===== src/rtl/ovs_rx_pkg.sv =====
package ovs_rx_pkg;

    typedef enum logic [2:0] {
        ST_IDLE   = 3'd0,
        ST_START  = 3'd1,
        ST_DATA   = 3'd2,
        ST_ADDR   = 3'd3,
        ST_PAR    = 3'd4,
        ST_STOP   = 3'd5,
        ST_GAP    = 3'd6,
        ST_WAITHI = 3'd7
    } rx_state_e;

endpackage


===== src/rtl/ovs_rx_sampler.sv =====
// Two-flop synchronizer plus a sample history for the three-sample vote.
module ovs_rx_sampler (
    input  logic clk,
    input  logic rst_n,
    input  logic tick,
    input  logic rxd_in,
    output logic line,
    output logic vote
);

    typedef struct packed {
        logic [1:0] sync;
        logic [1:0] hist;
    } smp_regs_t;

    smp_regs_t q, d;

    always_comb begin
        d = q;
        d.sync = {q.sync[0], rxd_in};
        if (tick) begin
            d.hist = {q.hist[0], q.sync[1]};
        end
    end

    always_ff @(posedge clk or negedge rst_n) begin
        if (!rst_n) begin
            q <= '1;
        end else begin
            q <= d;
        end
    end

    assign line = q.sync[1];
    // majority of the two previous samples and the one taken at this tick
    assign vote = (q.hist[1] & q.hist[0]) | (q.hist[1] & line) | (q.hist[0] & line);

endmodule


===== src/rtl/ovs_rx_break.sv =====
// Counts low ticks after a missing stop bit and raises a sticky break flag.
module ovs_rx_break #(
    parameter int OVS      = 8,
    parameter int BRK_BITS = 10
) (
    input  logic clk,
    input  logic rst_n,
    input  logic clr,
    input  logic arm,
    input  logic tick,
    input  logic line,
    output logic brk
);

    localparam int LIMIT = OVS * BRK_BITS;
    localparam int CW    = $clog2(LIMIT);

    typedef struct packed {
        logic          active;
        logic [CW-1:0] cnt;
        logic          brk;
    } brk_regs_t;

    brk_regs_t q, d;

    always_comb begin
        d = q;
        if (arm) begin
            d.active = 1'b1;
            d.cnt    = '0;
        end else if (tick && q.active) begin
            if (line) begin
                d.active = 1'b0;
            end else if (q.cnt == CW'(LIMIT - 1)) begin
                d.brk    = 1'b1;
                d.active = 1'b0;
            end else begin
                d.cnt = q.cnt + CW'(1);
            end
        end
        if (clr) begin
            d = '0;
        end
    end

    always_ff @(posedge clk or negedge rst_n) begin
        if (!rst_n) begin
            q <= '0;
        end else begin
            q <= d;
        end
    end

    assign brk = q.brk;

endmodule


===== src/rtl/oversampled_uart_rx.sv =====
module oversampled_uart_rx #(
    parameter int DW       = 8,
    parameter int OVS      = 8,
    parameter int BRK_BITS = 10,
    localparam int LW      = $clog2(DW)
) (
    input  logic          clk,
    input  logic          rst_n,
    input  logic          sw_reset,
    input  logic          sample_tick,
    input  logic          rxd,
    input  logic [LW-1:0] cfg_len_m1,
    input  logic          cfg_two_stop,
    input  logic          cfg_par_en,
    input  logic          cfg_par_odd,
    input  logic          cfg_addr_mode,
    input  logic          err_irq_en,
    input  logic          rd_strobe,
    output logic [DW-1:0] rx_data,
    output logic          rx_addr,
    output logic          rx_ready,
    output logic          frame_done,
    output logic          rx_frame_err,
    output logic          rx_par_err,
    output logic          rx_overrun,
    output logic          rx_break,
    output logic          rx_err,
    output logic          err_irq
);
    import ovs_rx_pkg::*;

    localparam int PW        = $clog2(OVS);
    localparam int VOTE_IX   = OVS / 2 + 1;
    localparam int START_CHK = OVS / 2 - 1;

    typedef struct packed {
        rx_state_e     st;
        logic [PW-1:0] ph;
        logic [LW-1:0] bitn;
        logic [DW-1:0] shreg;
        logic          addr_s;
        logic          acc;
        logic [DW-1:0] data;
        logic          addr;
        logic          ready;
        logic          fe;
        logic          pe;
        logic          oe;
        logic          done;
    } rx_regs_t;

    rx_regs_t q, d;

    logic          rx_line;
    logic          rx_vote;
    logic          complete;
    logic          stop_ok;
    logic          ph_last;
    logic          at_vote;
    logic [PW-1:0] ph_nxt;
    rx_state_e     after_data;

    ovs_rx_sampler u_smp (
        .clk    (clk),
        .rst_n  (rst_n),
        .tick   (sample_tick),
        .rxd_in (rxd),
        .line   (rx_line),
        .vote   (rx_vote)
    );

    always_comb begin
        d        = q;
        d.done   = 1'b0;
        complete = 1'b0;
        stop_ok  = 1'b1;
        ph_last  = (q.ph == PW'(OVS - 1));
        at_vote  = (q.ph == PW'(VOTE_IX));
        ph_nxt   = ph_last ? '0 : q.ph + PW'(1);
        if (cfg_addr_mode)   after_data = ST_ADDR;
        else if (cfg_par_en) after_data = ST_PAR;
        else                 after_data = ST_STOP;

        if (sample_tick) begin
            d.ph = ph_nxt;
            unique case (q.st)
                ST_IDLE: begin
                    d.ph = PW'(1);
                    if (!rx_line) d.st = ST_START;
                end
                ST_START: begin
                    if (q.ph <= PW'(START_CHK) && rx_line) begin
                        d.st = ST_IDLE;
                    end else if (ph_last) begin
                        d.st     = ST_DATA;
                        d.bitn   = '0;
                        d.shreg  = '0;
                        d.addr_s = 1'b0;
                        d.acc    = 1'b0;
                    end
                end
                ST_DATA: begin
                    if (at_vote) begin
                        d.shreg[q.bitn] = rx_vote;
                        d.acc           = q.acc ^ rx_vote;
                    end
                    if (ph_last) begin
                        if (q.bitn == cfg_len_m1) d.st = after_data;
                        else                      d.bitn = q.bitn + LW'(1);
                    end
                end
                ST_ADDR: begin
                    if (at_vote) begin
                        d.addr_s = rx_vote;
                        d.acc    = q.acc ^ rx_vote;
                    end
                    if (ph_last) d.st = cfg_par_en ? ST_PAR : ST_STOP;
                end
                ST_PAR: begin
                    if (at_vote) d.acc = q.acc ^ rx_vote;
                    if (ph_last) d.st = ST_STOP;
                end
                ST_STOP: begin
                    if (at_vote) begin
                        complete = 1'b1;
                        stop_ok  = rx_vote;
                        d.bitn   = '0;
                        if (!rx_vote)          d.st = ST_WAITHI;
                        else if (cfg_two_stop) d.st = ST_GAP;
                        else                   d.st = ST_IDLE;
                    end
                end
                ST_GAP: begin
                    if (ph_last) begin
                        if (q.bitn == LW'(1)) d.st = ST_IDLE;
                        else                  d.bitn = LW'(1);
                    end
                end
                ST_WAITHI: begin
                    if (rx_line) d.st = ST_IDLE;
                end
                default: d.st = ST_IDLE;
            endcase
        end

        if (rd_strobe) begin
            d.ready = 1'b0;
            d.oe    = 1'b0;
            d.fe    = 1'b0;
            d.pe    = 1'b0;
        end

        if (complete) begin
            d.done = 1'b1;
            d.fe   = d.fe | !stop_ok;
            d.pe   = d.pe | (cfg_par_en & (q.acc ^ cfg_par_odd));
            if (d.ready) begin
                d.oe = 1'b1;
            end else begin
                d.ready = 1'b1;
                d.data  = q.shreg;
                d.addr  = q.addr_s;
            end
        end

        if (sw_reset) begin
            d = '0;
        end
    end

    always_ff @(posedge clk or negedge rst_n) begin
        if (!rst_n) begin
            q <= '0;
        end else begin
            q <= d;
        end
    end

    ovs_rx_break #(
        .OVS      (OVS),
        .BRK_BITS (BRK_BITS)
    ) u_brk (
        .clk   (clk),
        .rst_n (rst_n),
        .clr   (sw_reset),
        .arm   (complete & !stop_ok & !sw_reset),
        .tick  (sample_tick),
        .line  (rx_line),
        .brk   (rx_break)
    );

    assign rx_data      = q.data;
    assign rx_addr      = q.addr;
    assign rx_ready     = q.ready;
    assign frame_done   = q.done;
    assign rx_frame_err = q.fe;
    assign rx_par_err   = q.pe;
    assign rx_overrun   = q.oe;
    assign rx_err       = rx_break | q.fe | q.oe | q.pe;
    assign err_irq      = rx_err & err_irq_en;

endmodule


===== config.mk =====
export PLATFORM = sky130hd
export DESIGN_NAME = oversampled_uart_rx
export DESIGN_NICKNAME = d
export VERILOG_FILES = /design/src/rtl/ovs_rx_pkg.sv /design/src/rtl/ovs_rx_sampler.sv /design/src/rtl/ovs_rx_break.sv /design/src/rtl/oversampled_uart_rx.sv
export SDC_FILE = /design/constraint.sdc
export NUM_CORES = 1
export LEC_CHECK = 0
export ABC_AREA = 0
export ABC_CLOCK_PERIOD_IN_PS = 3250
export BUFFER_PORTS_ARGS = -buffer_cell sky130_fd_sc_hd__buf_2
export CORE_MARGIN = 2
export CORE_UTILIZATION = 30
export DETAILED_ROUTE_END_ITERATION = 10
export GPL_TIMING_DRIVEN = 0
export PLACE_DENSITY_LB_ADDON = 0.25
export SLEW_MARGIN = 30
export SYNTH_ARGS = -nofsm -noshare
export SYNTH_HDL_FRONTEND = slang
export SYNTH_HIERARCHICAL = 1
export SYNTH_SLANG_ARGS = --single-unit

===== constraint.sdc =====
create_clock -name clk -period 3.25 [get_ports clk]
set_clock_uncertainty 0.05 [all_clocks]
set_input_delay 0.1625 -clock clk [delete_from_list [all_inputs] [get_ports clk]]
set_output_delay 0.1625 -clock clk [all_outputs]
set_load 0.01 [all_outputs]

==> flow_metrics.tcl <==
set metrics [dict create \
    clk_pin_slew_ns 0.08 \
    core-area_um2 8636 \
    final_common_cell "dfrtp_1" \
    cts-root-buf "clkbuf_8" \
    routed_wl_mm 5.973 \
    met1_usage 0.1879 \
    first_iter_violations 92 \
    cp_common_cell "nand2_1" \
    ys_ff_latch 46 \
    grt_util_met3 0.02076 \
    power_density_nw_per_um2 523.2 \
    async_flop_share 1.000 \
    synthFlopType "dfrtp_1" \
    via_per_inst 5.116 \
    grt_max_degree 47 \
    drc 0 \
    numCtsBuffers 5 \
    area_growth_syn_to_layout_pct 17.42 \
    yosysUniqueCellTypes 56 \
    start_kind "flip-flop" \
    fillerInstances 909 \
    fin_nets 334 \
    crit_chain "inv_1 -> ha_1 -> nand2_1 -> nor3_1 -> nand2_1 -> nor2_1 -> or2_2 -> buf_1 -> o31ai_1" \
    rr_worst_depth 9 \
    vias 2159 \
    ant_nets 0 \
    rsz0062_at_grt "no" \
    worst_slack_ns 0.8679 \
    post_cts_resized 0 \
    worstPathRequired_ns 3.37 \
    ir_worst_vdd_mv 0.2299 \
    gp_congestion 0.7975 \
    post_cts_buffers 0 \
    status "finished clean" \
    slowest_stage "dfrtp_1" \
    worst-path-stages 9 \
    fmax_ghz 0.4198 \
    start_util 0.3061 \
    register_area_um2 1156 \
    dp_cells 411 \
    grt_usage 0.1326 \
    cap_violations 0 \
    clkLatencyLatePin_ns 0.29 \
    cts_buffer_depth 2 \
    clock_sinks 46 \
    die-area_um2 9580 \
    cpPeakStageDelay_ns 0.42 \
    synth-edff-count 0 \
    grt_busiest_layer "met2" \
    cts_tree "done" \
    endpoint_kind "flip-flop" \
    grt_pass1_vias 2135 \
    n_antenna_cell 0 \
    die_w_um 97.88 \
    hold_depth 2 \
    drive_above_1_share 0.2325 \
    period_minus_slack_ns 2.382 \
    tns_ns 0 \
    boundaryPins 31 \
    setup_viol 0 \
    yosysWarnings 6 \
    dpl.hpwl_mm 4.429 \
    cp.arrival_ns 2.51 \
    slew_violations 0 \
    rows 34 \
    io_buffers 30 \
    seq_area_frac_synth 0.4373 \
    crit_buf_inv 2 \
    met2_usage 0.2118 \
    synthCells 273 \
    final_cells 422 \
    dp_slack_ns 0.8573 \
    layout_common_cells "dfrtp_1 (42), buf_2 (32), nor2_1 (20), nand2_1 (20)" \
    grt_overflow 0 \
    path_class "reg -> reg" \
    path_max_fanout 6 \
    fin_crit_sh 0.7329 \
    p_leak_nw 1.427 \
    path_delay_family "simple AND/OR/NAND/NOR gates" \
    worst_pin_slew_ns 0.6978 \
    antenna_found_initial 0 \
    syn_avg_cell_area_um2 9.684 \
    fin_hold_ws_ns 0.1124 \
    die_h_um 97.88 \
    htree_levels 2 \
    slew-limit-headroom 0.5312 \
    synth_area_um2 2644 \
    multiInputGateArea_um2 1330 \
    hold_class "in -> reg" \
    drt-pass1-iter-count 5 \
    finalHoldViolations 0 \
    wl_per_cell_um 14.15 \
    synth_nets 294 \
    grt_pass1_wl_mm 10.55 \
]
-- power by group --
part	internal [mW]	switching, mW	total (mW)
clock network	0.328	0.192	0.520
logic	0.168	0.277	0.445
registers	0.610	0.0493	0.659
total	1.11	0.518	1.62
-- stage by stage --
step / power, mW / util / area (um^2)
2_1_floorplan: 0.9893 / - / 2644
3_5_place_dp: 1.113 / 0.3395 / 2932
6_report: 1.624 / 0.3595 / 3104
3_3_place_gp: 1.110 / 0.3392 / 2929
4_1_cts: 1.646 / 0.3595 / 3104
5_1_grt: 1.736 / 0.3595 / 3104
-- final timing paths --
check	startpoint	end	slack [ns]
worst max register to register	q[28]	u_brk/q[4]	0.87
min in group asynchronous	rst_n	u_brk/q[4]	0.37
max in group asynchronous	rst_n	rx_data[0]	2.39
worst min-delay path	sw_reset	u_brk/brk	0.11
worst min register to register	u_smp/d[3]	u_smp/line	0.31
worst max-delay path	q[28]	u_brk/q[4]	0.87
-- state kept, by name, indices dropped and copies added (netlist names), 2 cells and up --
register	flops
u_brk/q	8
rx_data	8
u_smp/q	2
q	19
-- Yosys cell counts, types with 3 or more instances --
| cell type | n | share of area |
|---|---|---|
| a32o_1 | 3 | 0.011 |
| a21o_1 | 3 | 0.0085 |
| a22o_1 | 11 | 0.036 |
| o211ai_1 | 3 | 0.0085 |
| nor2_1 | 20 | 0.028 |
| dfrtp_1 | 42 | 0.40 |
| buf_4 | 8 | 0.023 |
| nand2b_1 | 8 | 0.019 |
| xnor2_1 | 3 | 0.0099 |
| dfstp_2 | 4 | 0.040 |
| o21ai_0 | 16 | 0.030 |
| o31ai_2 | 3 | 0.014 |
| a31oi_1 | 11 | 0.026 |
| a21oi_1 | 16 | 0.030 |
| ha_1 | 7 | 0.033 |
| and2_1 | 5 | 0.012 |
| buf_2 | 3 | 0.0057 |
| nor3_1 | 10 | 0.019 |
| mux2_2 | 4 | 0.017 |
| clkbuf_1 | 5 | 0.0071 |
| inv_1 | 12 | 0.017 |
| nand3_1 | 4 | 0.0076 |
| nand2_1 | 20 | 0.028 |
| o41ai_2 | 3 | 0.018 |
| nor2b_1 | 8 | 0.019 |
| xor2_1 | 4 | 0.013 |
-- area by class of cell --
cell class | instances | area share
clock inverter | 2 | 0.01935
sequential | 46 | 0.3724
inverter | 12 | 0.01451
multi-input combinational | 196 | 0.4285
clock buffer | 6 | 0.02660
tap | 108 | 0.04353
timing repair buffer | 33 | 0.05885
buffer | 19 | 0.03628
-- logic make-up (layout without fill, tap and decap cells) --
family | Yosys count | after routing | share of synthesized area
buf+inv | 31 | 72 | 0.05963
compound gates | 88 | 88 | 0.2499
mux | 4 | 4 | 0.01704
fa+ha+maj | 8 | 8 | 0.03739
simple gates | 89 | 89 | 0.1756
xor+xnor | 7 | 7 | 0.02319
flops | 46 | 46 | 0.4373
-- timing repair --
action / CTS / global route
endpoints found under the setup margin: 0 / 0
endpoints found under the hold margin: 44 / 0
hold buffers: 3 / 0
-- metal layers --
metal	wire, um	share of wire
met2	2704	0.45
met1	3010	0.50
met3	215	0.036
met5	0	0
met4	43	0.0072
-- worst register-to-register path: stages (launching register included) --
cell and delay [ns]:
dfrtp_1 0.42, inv_1 0.07, ha_1 0.18, nand2_1 0.16, nor3_1 0.40, nand2_1 0.18, nor2_1 0.29, or2_2 0.17
buf_1 0.24, o31ai_1 0.11
(Power assumes the default switching activity.)
